**config.mk**
```make
export PLATFORM = sky130hd
export DESIGN_NAME = chroma_mux_top
export DESIGN_NICKNAME = d
export VERILOG_FILES = /design/src/rtl/chroma_mux_pkg.sv /design/src/rtl/chroma_phase.sv /design/src/rtl/chroma_pack.sv /design/src/rtl/chroma_unpack.sv /design/src/rtl/chroma_mux_top.sv
export SDC_FILE = /design/constraint.sdc
export NUM_CORES = 1
export LEC_CHECK = 0
export BUFFER_PORTS_ARGS = -buffer_cell sky130_fd_sc_hd__buf_2
export CAP_MARGIN = 5
export CORE_ASPECT_RATIO = 0.5
export CORE_UTILIZATION = 25
export CTS_CLUSTER_DIAMETER = 60
export DETAILED_ROUTE_END_ITERATION = 8
export PLACE_DENSITY = 0.51
export SLEW_MARGIN = 20
export SYNTH_ARGS = -nofsm -noshare
export SYNTH_HDL_FRONTEND = slang
export SYNTH_SLANG_ARGS = --single-unit
export TNS_END_PERCENT = 20
```
**constraint.sdc**
```tcl
create_clock -name clk -period 10.15 [get_ports clk]
set_input_delay 1.015 -clock clk [delete_from_list [all_inputs] [get_ports clk]]
set_output_delay 1.015 -clock clk [all_outputs]
set_load 0.01 [all_outputs]
```
**src/rtl/chroma_mux_pkg.sv**
```systemverilog
package chroma_mux_pkg;

    localparam int unsigned CHROMA_W = 8;

    typedef enum logic [1:0] {
        CM_444 = 2'd0,
        CM_422 = 2'd1,
        CM_411 = 2'd2,
        CM_RSV = 2'd3
    } cmode_e;

    // Last phase index of a co-sited group for a mode.
    function automatic logic [1:0] last_phase(input cmode_e m);
        case (m)
            CM_422:  return 2'd1;
            CM_411:  return 2'd3;
            default: return 2'd0;
        endcase
    endfunction

    // Whether the mode decimates chroma.
    function automatic logic is_decim(input cmode_e m);
        return (m == CM_422) || (m == CM_411);
    endfunction

    // Whether a phase is a Cr slot on the shared bus.
    function automatic logic is_cr_slot(input cmode_e m, input logic [1:0] ph);
        if (m == CM_411) return ph[1];
        return ph[0];
    endfunction

    // Phase at which Cr begins in a group.
    function automatic logic [1:0] cr_start(input cmode_e m);
        if (m == CM_411) return 2'd2;
        return 2'd1;
    endfunction

endpackage

```
**src/rtl/chroma_phase.sv**
```systemverilog
module chroma_phase
    import chroma_mux_pkg::*;
(
    input  logic       clk,
    input  logic       rst,
    input  cmode_e     mode,
    input  logic       csync_i,
    output logic [1:0] cur_ph,
    output logic       sync_rise
);

    logic       sync_q;
    logic [1:0] ph_q;
    logic [1:0] ph_nxt;

    assign sync_rise = csync_i & ~sync_q;
    assign cur_ph    = sync_rise ? 2'd0 : ph_q;

    always_comb begin
        if (cur_ph >= last_phase(mode)) ph_nxt = 2'd0;
        else                            ph_nxt = cur_ph + 2'd1;
    end

    always_ff @(posedge clk) begin
        if (rst) begin
            sync_q <= 1'b0;
            ph_q   <= 2'd0;
        end else begin
            sync_q <= csync_i;
            ph_q   <= ph_nxt;
        end
    end

    // an edge starts a group, so the following cycle is phase 1
    p_rise_restart_r4: assert property (@(posedge clk) disable iff (rst)
        (sync_rise && is_decim(mode) && $stable(mode)) |=> (ph_q == 2'd1));

    // a stable 4:2:2 run never leaves phases 0 and 1
    p_range_422_r5: assert property (@(posedge clk) disable iff (rst)
        (mode == CM_422 && $past(mode) == CM_422 && $past(!rst)) |-> (ph_q <= 2'd1));

endmodule

```
**src/rtl/chroma_pack.sv**
```systemverilog
module chroma_pack
    import chroma_mux_pkg::*;
#(
    parameter int unsigned DW = CHROMA_W
) (
    input  logic          clk,
    input  logic          rst,
    input  cmode_e        mode,
    input  logic [1:0]    cur_ph,
    input  logic [DW-1:0] cb_i,
    input  logic [DW-1:0] cr_i,
    output logic [DW-1:0] held_cb,
    output logic [DW-1:0] held_cr
);

    localparam int unsigned SW   = DW + 2;
    localparam int unsigned NCMP = 2;

    logic [DW-1:0] comp_in   [NCMP];
    logic [DW-1:0] comp_held [NCMP];
    logic          group_end;

    assign comp_in[0] = cb_i;
    assign comp_in[1] = cr_i;
    assign held_cb    = comp_held[0];
    assign held_cr    = comp_held[1];
    assign group_end  = is_decim(mode) && (cur_ph == last_phase(mode));

    for (genvar c = 0; c < NCMP; c++) begin : g_comp
        logic [SW-1:0] sum_q;
        logic [SW-1:0] sum_cur;
        logic [SW-1:0] rnd;
        logic [DW-1:0] avg;
        logic [DW-1:0] held_q;

        assign sum_cur = (cur_ph == 2'd0) ? SW'(comp_in[c]) : (sum_q + SW'(comp_in[c]));

        always_comb begin
            if (mode == CM_411) begin
                rnd = sum_cur + SW'(2);
                avg = rnd[DW+1:2];
            end else begin
                rnd = sum_cur + SW'(1);
                avg = rnd[DW:1];
            end
        end

        always_ff @(posedge clk) begin
            if (rst) begin
                sum_q  <= '0;
                held_q <= '0;
            end else begin
                sum_q <= sum_cur;
                if (group_end) held_q <= avg;
            end
        end

        assign comp_held[c] = held_q;
    end

    // held averages only move at the end of a full group
    p_held_stable_r7: assert property (@(posedge clk) disable iff (rst)
        !group_end |=> ($stable(held_cb) && $stable(held_cr)));

endmodule

```
**src/rtl/chroma_unpack.sv**
```systemverilog
module chroma_unpack
    import chroma_mux_pkg::*;
#(
    parameter int unsigned DW = CHROMA_W
) (
    input  logic          clk,
    input  logic          rst,
    input  cmode_e        mode,
    input  logic [1:0]    cur_ph,
    input  logic [DW-1:0] bus_i,
    output logic [DW-1:0] nxt_cb,
    output logic [DW-1:0] nxt_cr
);

    logic [DW-1:0] hold_cb_q;
    logic [DW-1:0] hold_cr_q;
    logic          take_cb;
    logic          take_cr;

    assign take_cb = is_decim(mode) && (cur_ph == 2'd0);
    assign take_cr = is_decim(mode) && (cur_ph == cr_start(mode));
    assign nxt_cb  = take_cb ? bus_i : hold_cb_q;
    assign nxt_cr  = take_cr ? bus_i : hold_cr_q;

    always_ff @(posedge clk) begin
        if (rst) begin
            hold_cb_q <= '0;
            hold_cr_q <= '0;
        end else begin
            hold_cb_q <= nxt_cb;
            hold_cr_q <= nxt_cr;
        end
    end

    // repeat slots of 4:1:1 leave both holds untouched
    p_odd_ignored_r10: assert property (@(posedge clk) disable iff (rst)
        (mode == CM_411 && cur_ph[0]) |=> ($stable(hold_cb_q) && $stable(hold_cr_q)));

endmodule

```
**src/rtl/chroma_mux_top.sv**
```systemverilog
module chroma_mux_top
    import chroma_mux_pkg::*;
(
    input  logic       clk,
    input  logic       rst,
    input  logic [1:0] mode_i,
    input  logic       dir_i,
    input  logic       csync_i,
    input  logic [7:0] cb_i,
    input  logic [7:0] cr_i,
    output logic [7:0] cb_o,
    output logic [7:0] cr_o
);

    localparam int unsigned DW = CHROMA_W;

    typedef struct packed {
        logic [DW-1:0] cb;
        logic [DW-1:0] cr;
    } cpair_t;

    cmode_e        mode;
    logic [1:0]    cur_ph;
    logic          sync_rise;
    logic [DW-1:0] held_cb, held_cr;
    logic [DW-1:0] un_cb, un_cr;
    cpair_t        out_nxt, out_q;

    assign mode = cmode_e'(mode_i);

    chroma_phase u_phase (
        .clk       (clk),
        .rst       (rst),
        .mode      (mode),
        .csync_i   (csync_i),
        .cur_ph    (cur_ph),
        .sync_rise (sync_rise)
    );

    chroma_pack #(.DW(DW)) u_pack (
        .clk     (clk),
        .rst     (rst),
        .mode    (mode),
        .cur_ph  (cur_ph),
        .cb_i    (cb_i),
        .cr_i    (cr_i),
        .held_cb (held_cb),
        .held_cr (held_cr)
    );

    chroma_unpack #(.DW(DW)) u_unpack (
        .clk    (clk),
        .rst    (rst),
        .mode   (mode),
        .cur_ph (cur_ph),
        .bus_i  (cr_i),
        .nxt_cb (un_cb),
        .nxt_cr (un_cr)
    );

    always_comb begin
        if (!is_decim(mode)) begin
            out_nxt.cb = cb_i;
            out_nxt.cr = cr_i;
        end else if (!dir_i) begin
            out_nxt.cb = '1;
            out_nxt.cr = is_cr_slot(mode, cur_ph) ? held_cr : held_cb;
        end else begin
            out_nxt.cb = un_cb;
            out_nxt.cr = un_cr;
        end
    end

    always_ff @(posedge clk) begin
        if (rst) out_q <= '0;
        else     out_q <= out_nxt;
    end

    assign cb_o = out_q.cb;
    assign cr_o = out_q.cr;

    // reset clears both buses
    p_reset_zero_r1: assert property (@(posedge clk)
        rst |=> (cb_o == '0 && cr_o == '0));

    // idle Cb bus is all ones while packing a decimated stream
    p_cb_idle_ones_r3: assert property (@(posedge clk) disable iff (rst)
        ($past(!rst) && $past(is_decim(mode)) && $past(!dir_i)) |-> (cb_o == '1));

    // 4:4:4 pack passes both buses with one register of latency
    p_pass444_r2: assert property (@(posedge clk) disable iff (rst)
        ($past(!rst) && $past(!is_decim(mode)) && $past(!dir_i))
            |-> (cb_o == $past(cb_i) && cr_o == $past(cr_i)));

    // a rising edge in pack mode puts a Cb-slot value on the bus
    p_rise_cb_slot_r4: assert property (@(posedge clk) disable iff (rst)
        (sync_rise && is_decim(mode) && !dir_i) |=> (cr_o == $past(held_cb)));

endmodule

```
# After elaboration in Yosys (flattened, before gate mapping)
# Index checks and enable logic that the tools add are counted.
# word_totals
register_bits,71
word_cells,50
in_bits,22
# classes
add_sub_neg,7
n_eq_ne,4
bitwise_logic,2
reduce_logical,6
mux,20
n_lt_le_gt_ge,1
# ops
operator,count
$mux 8,5
$mux 16,2
$add 10x2->10 const B,2
$add 10x8->10,2
$mux 10,2
$add 9x1->9 const B,2
$mux 1,7
$mux 2,3
$eq 2x2->1,2
$pmux 2 s2,1
$logic_and 1x1->1,3
$add 2x1->2 const B,1
$eq 2x1->1 const B,1
$eq 2x2->1 const B,1
$ge 2x2->1,1
$logic_not 2->1,1
$reduce_or 2->1,1
$and 1x1->1,1
$logic_or 1x1->1,1
$not 1->1,1

# Depth between registers and ports, before layout
# Gate-level depths: netlist (run 1).
# depth
ltp_word,10
depth_mapped,16
mapped_depth_nobuf,13

# Hierarchy
# A second synthesis (run 1) with hierarchy kept.
# hier_totals
hier_cells,547
area_unflattened_um2,4931.0
# by_module_without_submodules
mod,instances,seq_area_each_um2,area_per_inst_um2,cells_each
chroma_pack,1,720.7,3046.7,367
chroma_mux_top,1,320.3,872.1,87
chroma_unpack,1,320.3,824.5,73
chroma_phase,1,60.1,187.7,20

# Least setup slack after synthesis (run 1)
# Ideal clock, no wire load.
# synth_timing
kind,input port to flip-flop
start,in csync_i
end,"reg u_pack.g_comp[1].held_q[7], in the netlist u_pack.held_cr[7]"
path_buffers,4
slack_ns,6.259
setup_time_ns,0.086
arrival_ns,3.805
cell_stages,16
cell_sequence,nand2b_1 -> nand2_1 -> ha_1 -> buf_2 -> buf_4 -> buf_4 -> buf_2 -> o21ai_0 -> nor2_1 -> nor2_1 -> ha_1 -> or3b_1 -> a211oi_1 -> nand4b_1 -> xnor2_1 -> a211oi_1
# synth_between
elab_chain_cells,6
word_cells_on_any_way,9
cone_classes,2 x add/sub; 1 x eq/ne; 3 x mux; 1 x bitwise; 2 x reduce/logical
# synth_lines
item,line,text
from (decl),chroma_mux_top.sv:8,"input logic csync_i,"
$and 1x1->1 (*),chroma_phase.sv:16,assign sync_rise = csync_i & ~sync_q;
$mux 2 (*),chroma_phase.sv:17,assign cur_ph = sync_rise ? 2'd0 : ph_q;
$logic_not 2->1,chroma_pack.sv:36,assign sum_cur = (cur_ph == 2'd0) ? SW'(comp_in[c]) : (sum_q + SW'(comp_in[c]));
$mux 10,chroma_pack.sv:36,
$add 10x2->10 / $add 9x1->9 (equally long branches),"chroma_pack.sv:40, chroma_pack.sv:43",
$mux 8,chroma_pack.sv:39,if (mode == CM_411) begin
to (signal assigned),chroma_pack.sv:54,if (group_end) held_q <= avg;
to (decl),chroma_pack.sv:34,logic [DW-1:0] held_q;
# Every way passes the cells marked *; elsewhere a longest branch is shown, timed or not.
# A chain may end at the register's enable or synchronous reset.

# Final worst setup path (run 1)
# layout_timing
start,in csync_i
end,"reg u_pack.g_comp[0].held_q[7], in the netlist u_pack.held_cb[7]"
# layout_between
elab_chain_cells,6
word_cells_on_any_way,9
cone_classes,2 x add/sub; 1 x eq/ne; 3 x mux; 1 x bitwise; 2 x reduce/logical
# layout_lines
item,line
$and 1x1->1 (*),chroma_phase.sv:16
$mux 2 (*),chroma_phase.sv:17
$logic_not 2->1,chroma_pack.sv:36
$mux 10,chroma_pack.sv:36
$add 10x2->10 / $add 9x1->9 (equally long branches),"chroma_pack.sv:40, chroma_pack.sv:43"
$mux 8,chroma_pack.sv:39
to (signal assigned),chroma_pack.sv:54
to (decl),chroma_pack.sv:34
# Marked as above.

==> run summary, run 1 <==
status - finished clean
Fmax - 0.259 GHz
PortBufs - 37
GRT Resource Usage Total - 13.9%
Residual DRC - 0
R2R depth - 13
HP Class - register to register
Max-Cap Viols - 0
Placement Cell Area - 0.00470 mm2
drt pass-1 iters - 5
Startpoint Class - primary input
endpoints failing setup - 0
Ports - 38
clock buffer count from CTS - 9
met2 usage - 20.6%
GRT Max-Usage Layer - met2
CTS root buf - clkbuf_16
crit path from - csync_i
synthesized area per cell - 8.52 um2
cts hold-fix bufs - 0
commonest cells in the netlist - 71 x dfxtp_1, 66 x nor2_1, 45 x nand2_1
Critical Path End Type - register
Ys Warns - 0
gpl congestion - 0.833
DR vias - 3867
final hold viol count - 0
Die ar. - 0.0179 mm2
Vias per Instance - 5.07
CTS H-tree lvls - 3
met3 Usage GRT - 2.94%
Synth area leader - dfxtp_1
Worst-path clk slew - 60 ps
final worst path period need - 3860 ps
slew margin rel. - 43.7%
drt total wl - 12100 um
Worst R2R Start - u_phase.sync_q$_SDFF_PP0_
Wirelength per Cell - 15.8 um
Power per Cell Area - 172 mW/mm2
crit path capture - u_pack.held_cb[7]$_SDFFE_PP0P_
peak supply drop - 0.0708 mV
final setup TNS - 0 ps
Core Rows - 33
max-slew violations - 0
postcts setup bufs - 0
core footprint - 0.0166 mm2
actual slew at the worst max-slew pin - 838 ps
final worst path period share - 38.0%
DR iter-0 viols - 330
initial core utilization - 26.0%
mapped cell area - 0.00433 mm2
crit path DAT - 4090 ps
RSZ-0062 raised after global routing - no
post-synthesis sequential area ratio - 32.8%
RR Endpoint - u_pack.held_cb[7]$_SDFFE_PP0P_
Seq cells post-synth - 71
Post-synth top flop - dfxtp_1
synth top area cells - dfxtp_1 33%, ha_1 6.4%, nor2_1 5.7%
cell area after layout - 0.00501 mm2
CTS tree - built
cts repair resizes - 0
Worst-Skew Late Latency - 340 ps
chip width - 188 um
WP data required - 10380 ps
Die H - 95.1 um
hpwl dp - 8790 um
first-pass GRT wire length - 19200 um
final worst setup slack - 6290 ps
largest net degree at the start of global routing - 73
area delta synth->final - 15.7%
leakage - 2.06 nW
initial antenna violation count - 0
ys async rst share - 0%
Mapped Cells - 508
synth unique cells - 74
met1 Use GR - 20.1%
Setup CP Type - primary input to register
Synth top area share - 32.8%
r2r setup slk - 6690 ps
post-route ant nets - 0
most frequent cell after synthesis - dfxtp_1
share of layout cells above drive strength 1 - 16.3%
pre-CTS WS - 5970 ps
vias in the first global route - 3514
EDFF count, synth - 0
Bufs on Longest Clock Path - 2
final net count - 576
skew final - 7.16 ps
Crit Path Max Fanout - 51
clk sinks - 71
Net Count, Synth - 554
gr ovfl total - 0
## worst min-delay path by stage
stage | from | endpoint | cells after the start
finish | u_pack.held_cr[4]$_SDFFE_PP0P_ | u_pack.held_cr[4]$_SDFFE_PP0P_ | 2
global route | u_pack.held_cr[4]$_SDFFE_PP0P_ | u_pack.held_cr[4]$_SDFFE_PP0P_ | 2
floorplan | u_phase.ph_q[0]$_SDFF_PP0_ | u_phase.ph_q[0]$_SDFF_PP0_ | 1
global placement | u_pack.held_cr[2]$_SDFFE_PP0P_ | u_pack.held_cr[2]$_SDFFE_PP0P_ | 2
CTS | u_pack.held_cr[4]$_SDFFE_PP0P_ | u_pack.held_cr[4]$_SDFFE_PP0P_ | 2
detailed placement | u_pack.held_cr[4]$_SDFFE_PP0P_ | u_pack.held_cr[4]$_SDFFE_PP0P_ | 2
## routing by layer
metal	share of wire (%)	up-vias	routed length, um
li1	-	1916	-
met1	53	1853	6350
met3	5.2	8	623
met2	41	90	5020
met5	0	-	0
met4	0.84	0	101
## per-stage QoR
| step | power, mW | hold WS (ps) | std cells | util [%] |
|---|---|---|---|---|
| after floorplan | 0.483 | 426 | 508 | - |
| after global placement | 0.542 | 437 | 746 | 28.3 |
| after detailed placement | 0.543 | 443 | 746 | 28.3 |
| after CTS | 0.873 | 451 | 762 | 30.1 |
| after global routing | 0.911 | 478 | 762 | 30.1 |
| final | 0.864 | 452 | 763 | 30.1 |
## power by group
part / total (mW) / leakage (nW) / internal, mW / switching [mW]
combinational: 0.225 / 1.34 / 0.0873 / 0.138
sequential: 0.313 / 0.585 / 0.303 / 0.0101
clock: 0.325 / 0.143 / 0.193 / 0.132
total: 0.864 / 2.06 / 0.584 / 0.280
## critical path, cell delays in order
cell and delay [ps]:
buf_2 80, nand2b_1 90, nand2_1 150, ha_2 180, buf_4 450, clkinv_2 420
mux2i_1 280, mux2i_1 180, ha_1 210, nand2_1 100, nor3_2 310, nand4_1 180
mux2i_1 160, a31o_2 240
## sequential cells by signal (all words and copies together) (netlist names)
name                 cells
u_phase.ph_q             2
u_pack.g_comp.sum_q     20
u_phase.sync_q           1
u_pack.held_cb           8
cr_o                     8
u_unpack.hold_cr_q       8
cb_o                     8
u_pack.held_cr           8
u_unpack.hold_cb_q       8
## placed cells by master, fill, tap and decap left out, drive strengths merged, types with 13 or more instances in the layout
master	n
a211oi	14
a21oi	25
buf	40
dfxtp	71
ha	22
inv	19
mux2i	24
nand2	45
nor2	66
o21ai	14
xnor2	13
## cell type report
cell class,count,area (um2)
Fill cell,1782,11600
Timing Repair Buffer,40,208
Inverter,17,65.1
Sequential cell,71,1420
Clock buffer,9,225
Antenna cell,1,2.50
Clock inverter,7,80.1
Multi-Input combinational cell,391,2730
Tap cell,227,284
## cells by family after synthesis
| group | Yosys count | share of synthesized area, % |
|---|---|---|
| buffers and inverters | 46 | 4.30 |
| adder cells (fa/ha/maj) | 24 | 7.28 |
| XOR/XNOR | 19 | 3.84 |
| multiplexers | 36 | 9.45 |
| AO/OA/AOI/OAI | 137 | 23.2 |
| flip-flops | 71 | 32.8 |
| AND/OR/NAND/NOR | 175 | 19.1 |
(Power assumes the default switching activity.)
==> run 2: changes to the inputs <==
Settings changed: ABC_AREA set to 1, PLACE_DENSITY 0.51 to 0.52.
Clock period 10.15 ns to 3.3 ns, I/O delays scaled along.
==> run summary, run 2 <==
Post-synth top flop - dfxtp_1
commonest non-fill, non-tap cell in the layout - nand2_1
initial core utilization - 25.9%
gpl congestion - 0.793
largest net degree at the start of global routing - 57
Vias per Instance - 4.44
Worst Path Buf+Inv - 4
HP Class - primary input to register
Ports - 38
Synth top area share - 31.1%
Startpoint Class - register
gr ovfl total - 0
PortBufs - 37
drt total wl - 12100 um
share of layout cells above drive strength 1 - 19.0%
crit path DAT - 2860 ps
hold path cells - 3
Reg with most FFs - u_pack.g_comp.sum_q
post-synthesis sequential area ratio - 31.1%
Net Count, Synth - 700
most frequent cell after synthesis - nand2_1
cell area after layout - 0.00524 mm2
Reg power frac - 36.2%
clk sinks - 71
Die H - 97.6 um
final hold viol count - 0
DR iter-0 viols - 261
sw frac - 32.8%
hold_sp - csync_i
final worst path period share - 79.7%
fin util - 29.7%
final worst path period need - 2630 ps
CTS tree - built
clock buffer count from CTS - 9
initial antenna violation count - 2
Residual DRC - 4
peak supply drop - 0.195 mV
worst hold endpoint - u_phase.sync_q$_SDFF_PP0_
final net count - 732
pre-CTS WS - 540 ps
Placement Cell Area - 0.00494 mm2
Ys Warns - 0
commonest cells in the netlist - 145 x nand2_1, 89 x inv_1, 71 x dfxtp_1
GRT Resource Usage Total - 13.7%
actual slew at the worst max-slew pin - 647 ps
Fmax - 0.380 GHz
slew margin rel. - 56.9%
skew final - 7.97 ps
Worst path max stage delay - 490 ps
internal cell power - 1.79 mW
drt pass-1 iters - 6
failing checks - DRC
Wirelength per Cell - 13.1 um
CP dominant cell by count - nand2_1
Power per Cell Area - 510 mW/mm2
area delta synth->final - 14.6%
ys async rst share - 0%
CP cell instances - o21ai_2, ha_1, buf_4, nand2_1, o21ai_1, inv_1, nand2_1, o21ai_1, inv_1, ha_1, nand3_2, nor2_2, nand3_1, nand2_1, nand3_1, nand2_1, inv_1
Crit Path Max Fanout - 11
CTS root buf - clkbuf_16
final setup TNS - 0 ps
Worst-Skew Late Latency - 340 ps
Net Switching - 0.876 mW
Setup CP Type - register to register
DR vias - 4111
status - complete, but fails checks
Largest delay share family, worst path - adder cells
R2R depth - 17
Max-Cap Viols - 0
core footprint - 0.0176 mm2
crit path from - u_phase.sync_q$_SDFF_PP0_
EDFF count, synth - 0
CTS H-tree lvls - 3
cts hold-fix bufs - 0
Crit path depth - 17
post-route ant nets - 0
WP data required - 3530 ps
clock share of power - 36.7%
Gate power share - 27.1%
RSZ-0062 raised after global routing - no
synth top area cells - dfxtp_1 31%, nand2_1 12%, inv_1 7.3%
Synth area leader - dfxtp_1
vias in the first global route - 4066
synthesized area per cell - 6.99 um2
Core Rows - 34
mapped cell area - 0.00457 mm2
chip width - 193 um
Critical Path End Type - register
hpwl dp - 9390 um
Worst Hold Slack - 232 ps
RR Endpoint - u_pack.held_cr[7]$_SDFFE_PP0P_
postcts setup bufs - 0
final worst setup slack - 669 ps
leakage - 2.53 nW
Mapped Cells - 654
cts repair resizes - 0
most frequent cells in the layout - 145 x nand2_1, 89 x inv_1, 71 x dfxtp_1
r2r setup slk - 670 ps
fill count - 1973
Seq cells post-synth - 71
first-pass GRT wire length - 20300 um
Worst R2R Start - u_phase.sync_q$_SDFF_PP0_
Bufs on Longest Clock Path - 2
max-slew violations - 0
Worst-path clk slew - 60 ps
endpoints failing setup - 0
synth unique cells - 42
Sequential cell area - 0.00142 mm2
max reg flops - 20
Die ar. - 0.0189 mm2
Multi-input gate area - 0.00262 mm2
Crit-path slowest cell - ha_1
## run 2: layout make-up
type                    instances  share of cell area (%)
flip-flops and latches         71                    27.1
diodes                          1                  0.0478
multi-input cells             463                    50.1
clock buffers                  10                    4.56
well taps                     234                    5.59
repair buffers                 43                    4.40
clock inverters                 5                    1.12
inverters                      98                    7.03
## run 2: cells by family after synthesis
kind of cell	synth area share (%)
and+or+nand+nor	36.0
buffers and inverters	11.5
AOI/OAI and AO/OA	13.1
DFF	31.1
adders and majority gates	6.90
xor gates and xnor gates	1.15
muxes	0.219
## run 2: power groups by stage
stage               Sequential (mW)  Combinational, mW  Clock [mW]
floorplan                     0.990              0.550           0
global placement              0.985              0.719           0
detailed placement            0.986              0.723           0
CTS                           0.968              0.728        1.00
global route                  0.976              0.824        1.04
finish                        0.967              0.724       0.979
## run 2: metrics by stage
stage,instances,power [mW]
3_3_place_gp,909,1.70
2_1_floorplan,654,1.54
6_report,925,2.67
4_1_cts,924,2.70
3_5_place_dp,909,1.71
5_1_grt,924,2.84
## run 2: worst max-delay path by stage
stage / to / slack, ps
global route: u_pack.held_cr[5]$_SDFFE_PP0P_ / 380
global placement: u_pack.held_cr[5]$_SDFFE_PP0P_ / 620
CTS: u_pack.held_cr[7]$_SDFFE_PP0P_ / 660
finish: u_pack.held_cr[7]$_SDFFE_PP0P_ / 670
detailed placement: u_pack.held_cr[7]$_SDFFE_PP0P_ / 540
floorplan: u_pack.held_cb[7]$_SDFFE_PP0P_ / 1040
## run 2: tightest hold or removal path: stages
cell and delay [ps]:
buf_2 90, inv_2 40, nor2_1 70
## run 2: per-layer routing
| metal | routed length [um] | part of all wire [%] | vias to the layer above | track usage, % |
|---|---|---|---|---|
| met5 | 13 | 0.11 | - | 0 |
| li1 | - | - | 2169 | - |
| met3 | 481 | 4.0 | 17 | 2.67 |
| met1 | 5920 | 49 | 1877 | 18.1 |
| met4 | 188 | 1.5 | 2 | 3.61 |
| met2 | 5530 | 46 | 46 | 22.5 |
==> run 3: changes to the inputs <==
Clock period 3.3 ns to 2.2 ns, I/O delays scaled along.
==> run summary, run 3 (synthesis results as in run 2) <==
Crit Path Max Fanout - 8
Worst-Skew Late Latency - 330 ps
gr ovfl total - 0
r2r setup slk - -120 ps
Ports - 38
leakage - 2.75 nW
fill count - 1929
largest net degree at the start of global routing - 57
final setup TNS - -450 ps
clk sinks - 71
chip width - 193 um
Die H - 97.6 um
Setup CP Type - register to register
RSZ-0062 raised after global routing - yes
status - complete, but fails checks
peak supply drop - 0.307 mV
hpwl dp - 9660 um
commonest non-fill, non-tap cell in the layout - nand2_1
Critical Path End Type - register
DR iter-0 viols - 228
CTS tree - built
max-slew violations - 0
CTS H-tree lvls - 3
HP Class - primary input to register
endpoints failing setup - 6
Fmax - 0.431 GHz
Wirelength per Cell - 13.2 um
CTS root buf - clkbuf_16
vias in the first global route - 4118
GRT Resource Usage Total - 14.0%
Worst R2R Start - u_phase.sync_q$_SDFF_PP0_
WP data required - 2440 ps
final net count - 771
drt total wl - 12700 um
Core Rows - 34
initial core utilization - 25.9%
area delta synth->final - 24.7%
Final Non-Filler Cells - 964
hold path cells - 3
clock buffer count from CTS - 9
Reg with most FFs - u_pack.g_comp.sum_q
final worst setup slack - -120 ps
most frequent cells in the layout - 143 x nand2_1, 86 x inv_1, 69 x dfxtp_1
Worst-path clk slew - 60 ps
share of layout cells above drive strength 1 - 26.0%
Max-Cap Viols - 0
slew margin rel. - 56.1%
RR Endpoint - u_pack.held_cr[5]$_SDFFE_PP0P_
max reg flops - 20
placed cells - 944
PortBufs - 37
drt pass-1 iters - 7
Startpoint Class - register
failing checks - setup timing
core footprint - 0.0176 mm2
post-route ant nets - 0
Bufs on Longest Clock Path - 2
final hold viol count - 0
crit path DAT - 2560 ps
pre-CTS WS - -215 ps
R2R depth - 18
worst hold endpoint - u_phase.sync_q$_SDFF_PP0_
Power per Cell Area - 758 mW/mm2
gpl congestion - 0.836
first-pass GRT wire length - 20700 um
initial antenna violation count - 0
Vias per Instance - 4.47
final worst path period share - 105%
final worst path period need - 2320 ps
DR vias - 4306
antenna diode count - 0
skew final - 5.81 ps
hold_sp - csync_i
Residual DRC - 0
actual slew at the worst max-slew pin - 658 ps
Die ar. - 0.0189 mm2
[run 3: cell types whose count changed in the layout (fill, tap and decap cells not counted), moves of 3 or more]
| cell | delta |
|---|---|
| buf_4 | +36 |
| ha_1 | -5 |
| ha_4 | +4 |
| o21ai_1 | +3 |
| inv_1 | -3 |
| o21ai_0 | -6 |
[run 3: worst max-delay path, stage by stage, from the launching register on]
cell and delay [ps]:
dfxtp_2 330, nor2_1 40, nor2_1 150, inv_1 90, ha_4 170, buf_12 140
buf_4 150, nand2_1 80, o21ai_2 70, o21a_1 170, inv_2 70, ha_4 150
nand2_2 70, nor2_4 90, nand2_2 70, o21bai_1 180, nand3_1 90, nand2_1 70
inv_1 30
[run 3: worst max-delay path by stage]
stage	from	endpoint	slack (ps)	cells past startpoint
after global routing	u_phase.sync_q$_SDFF_PP0_	u_pack.held_cr[5]$_SDFFE_PP0P_	-300	18
after global placement	cr_i[0]	u_pack.held_cr[5]$_SDFFE_PP0P_	-160	17
after floorplan	u_pack.g_comp[1].sum_q[0]$_SDFF_PP0_	u_pack.held_cr[7]$_SDFFE_PP0P_	30	16
final	u_phase.sync_q$_SDFF_PP0_	u_pack.held_cr[5]$_SDFFE_PP0P_	-120	18
after detailed placement	cr_i[0]	u_pack.held_cr[7]$_SDFFE_PP0P_	-220	17
after CTS	u_pack.g_comp[0].sum_q[0]$_SDFF_PP0_	u_pack.held_cb[7]$_SDFFE_PP0P_	-110	17
[run 3: area by class of cell]
type                            count  area [um2]  area share [%]
Multi-Input combinational cell    463        2730            47.9
Sequential cell                    71        1420            25.0
Timing Repair Buffer               82         556            9.75
Inverter                           98         373            6.55
Tap cell                          234         293            5.14
Clock buffer                       11         243            4.26
Clock inverter                      5        81.3            1.43
[run 3: timing repair]
| item | CTS | global route |
|---|---|---|
| resized for setup | 14 | 19 |
| pin swaps | 3 | 9 |
| buffers inserted | 1 | 3 |
| setup endpoints to repair | 11 | 17 |
| gates cloned | 0 | 0 |
| hold endpoints to repair | 0 | 0 |
| hold buffers | 0 | 0 |
[run 3: routing by layer]
layer	vias up	GRT usage [%]	part of all wire (%)
met2	60	23.7	46
met3	6	1.99	3.0
li1	2249	-	-
met4	0	2.70	0.55
met5	-	0	0
met1	1991	18.9	51
[run 3: power breakdown]
part / internal [mW] / leakage [nW] / switching, mW
registers: 1.41 / 0.587 / 0.0396
logic: 0.491 / 2.01 / 0.768
clock network: 1.02 / 0.156 / 0.585
total: 2.93 / 2.75 / 1.39
[run 3: stage by stage]
stage | total power [mW] | cell area [um2] | hold WS [ps] | util, %
global placement | 2.65 | 5230 | 448 | 29.7
CTS | 4.32 | 5610 | 114 | 31.9
floorplan | 2.31 | 4580 | 341 | -
finish | 4.32 | 5700 | 114 | 32.3
global route | 4.57 | 5700 | 138 | 32.3
detailed placement | 2.67 | 5230 | 460 | 29.7
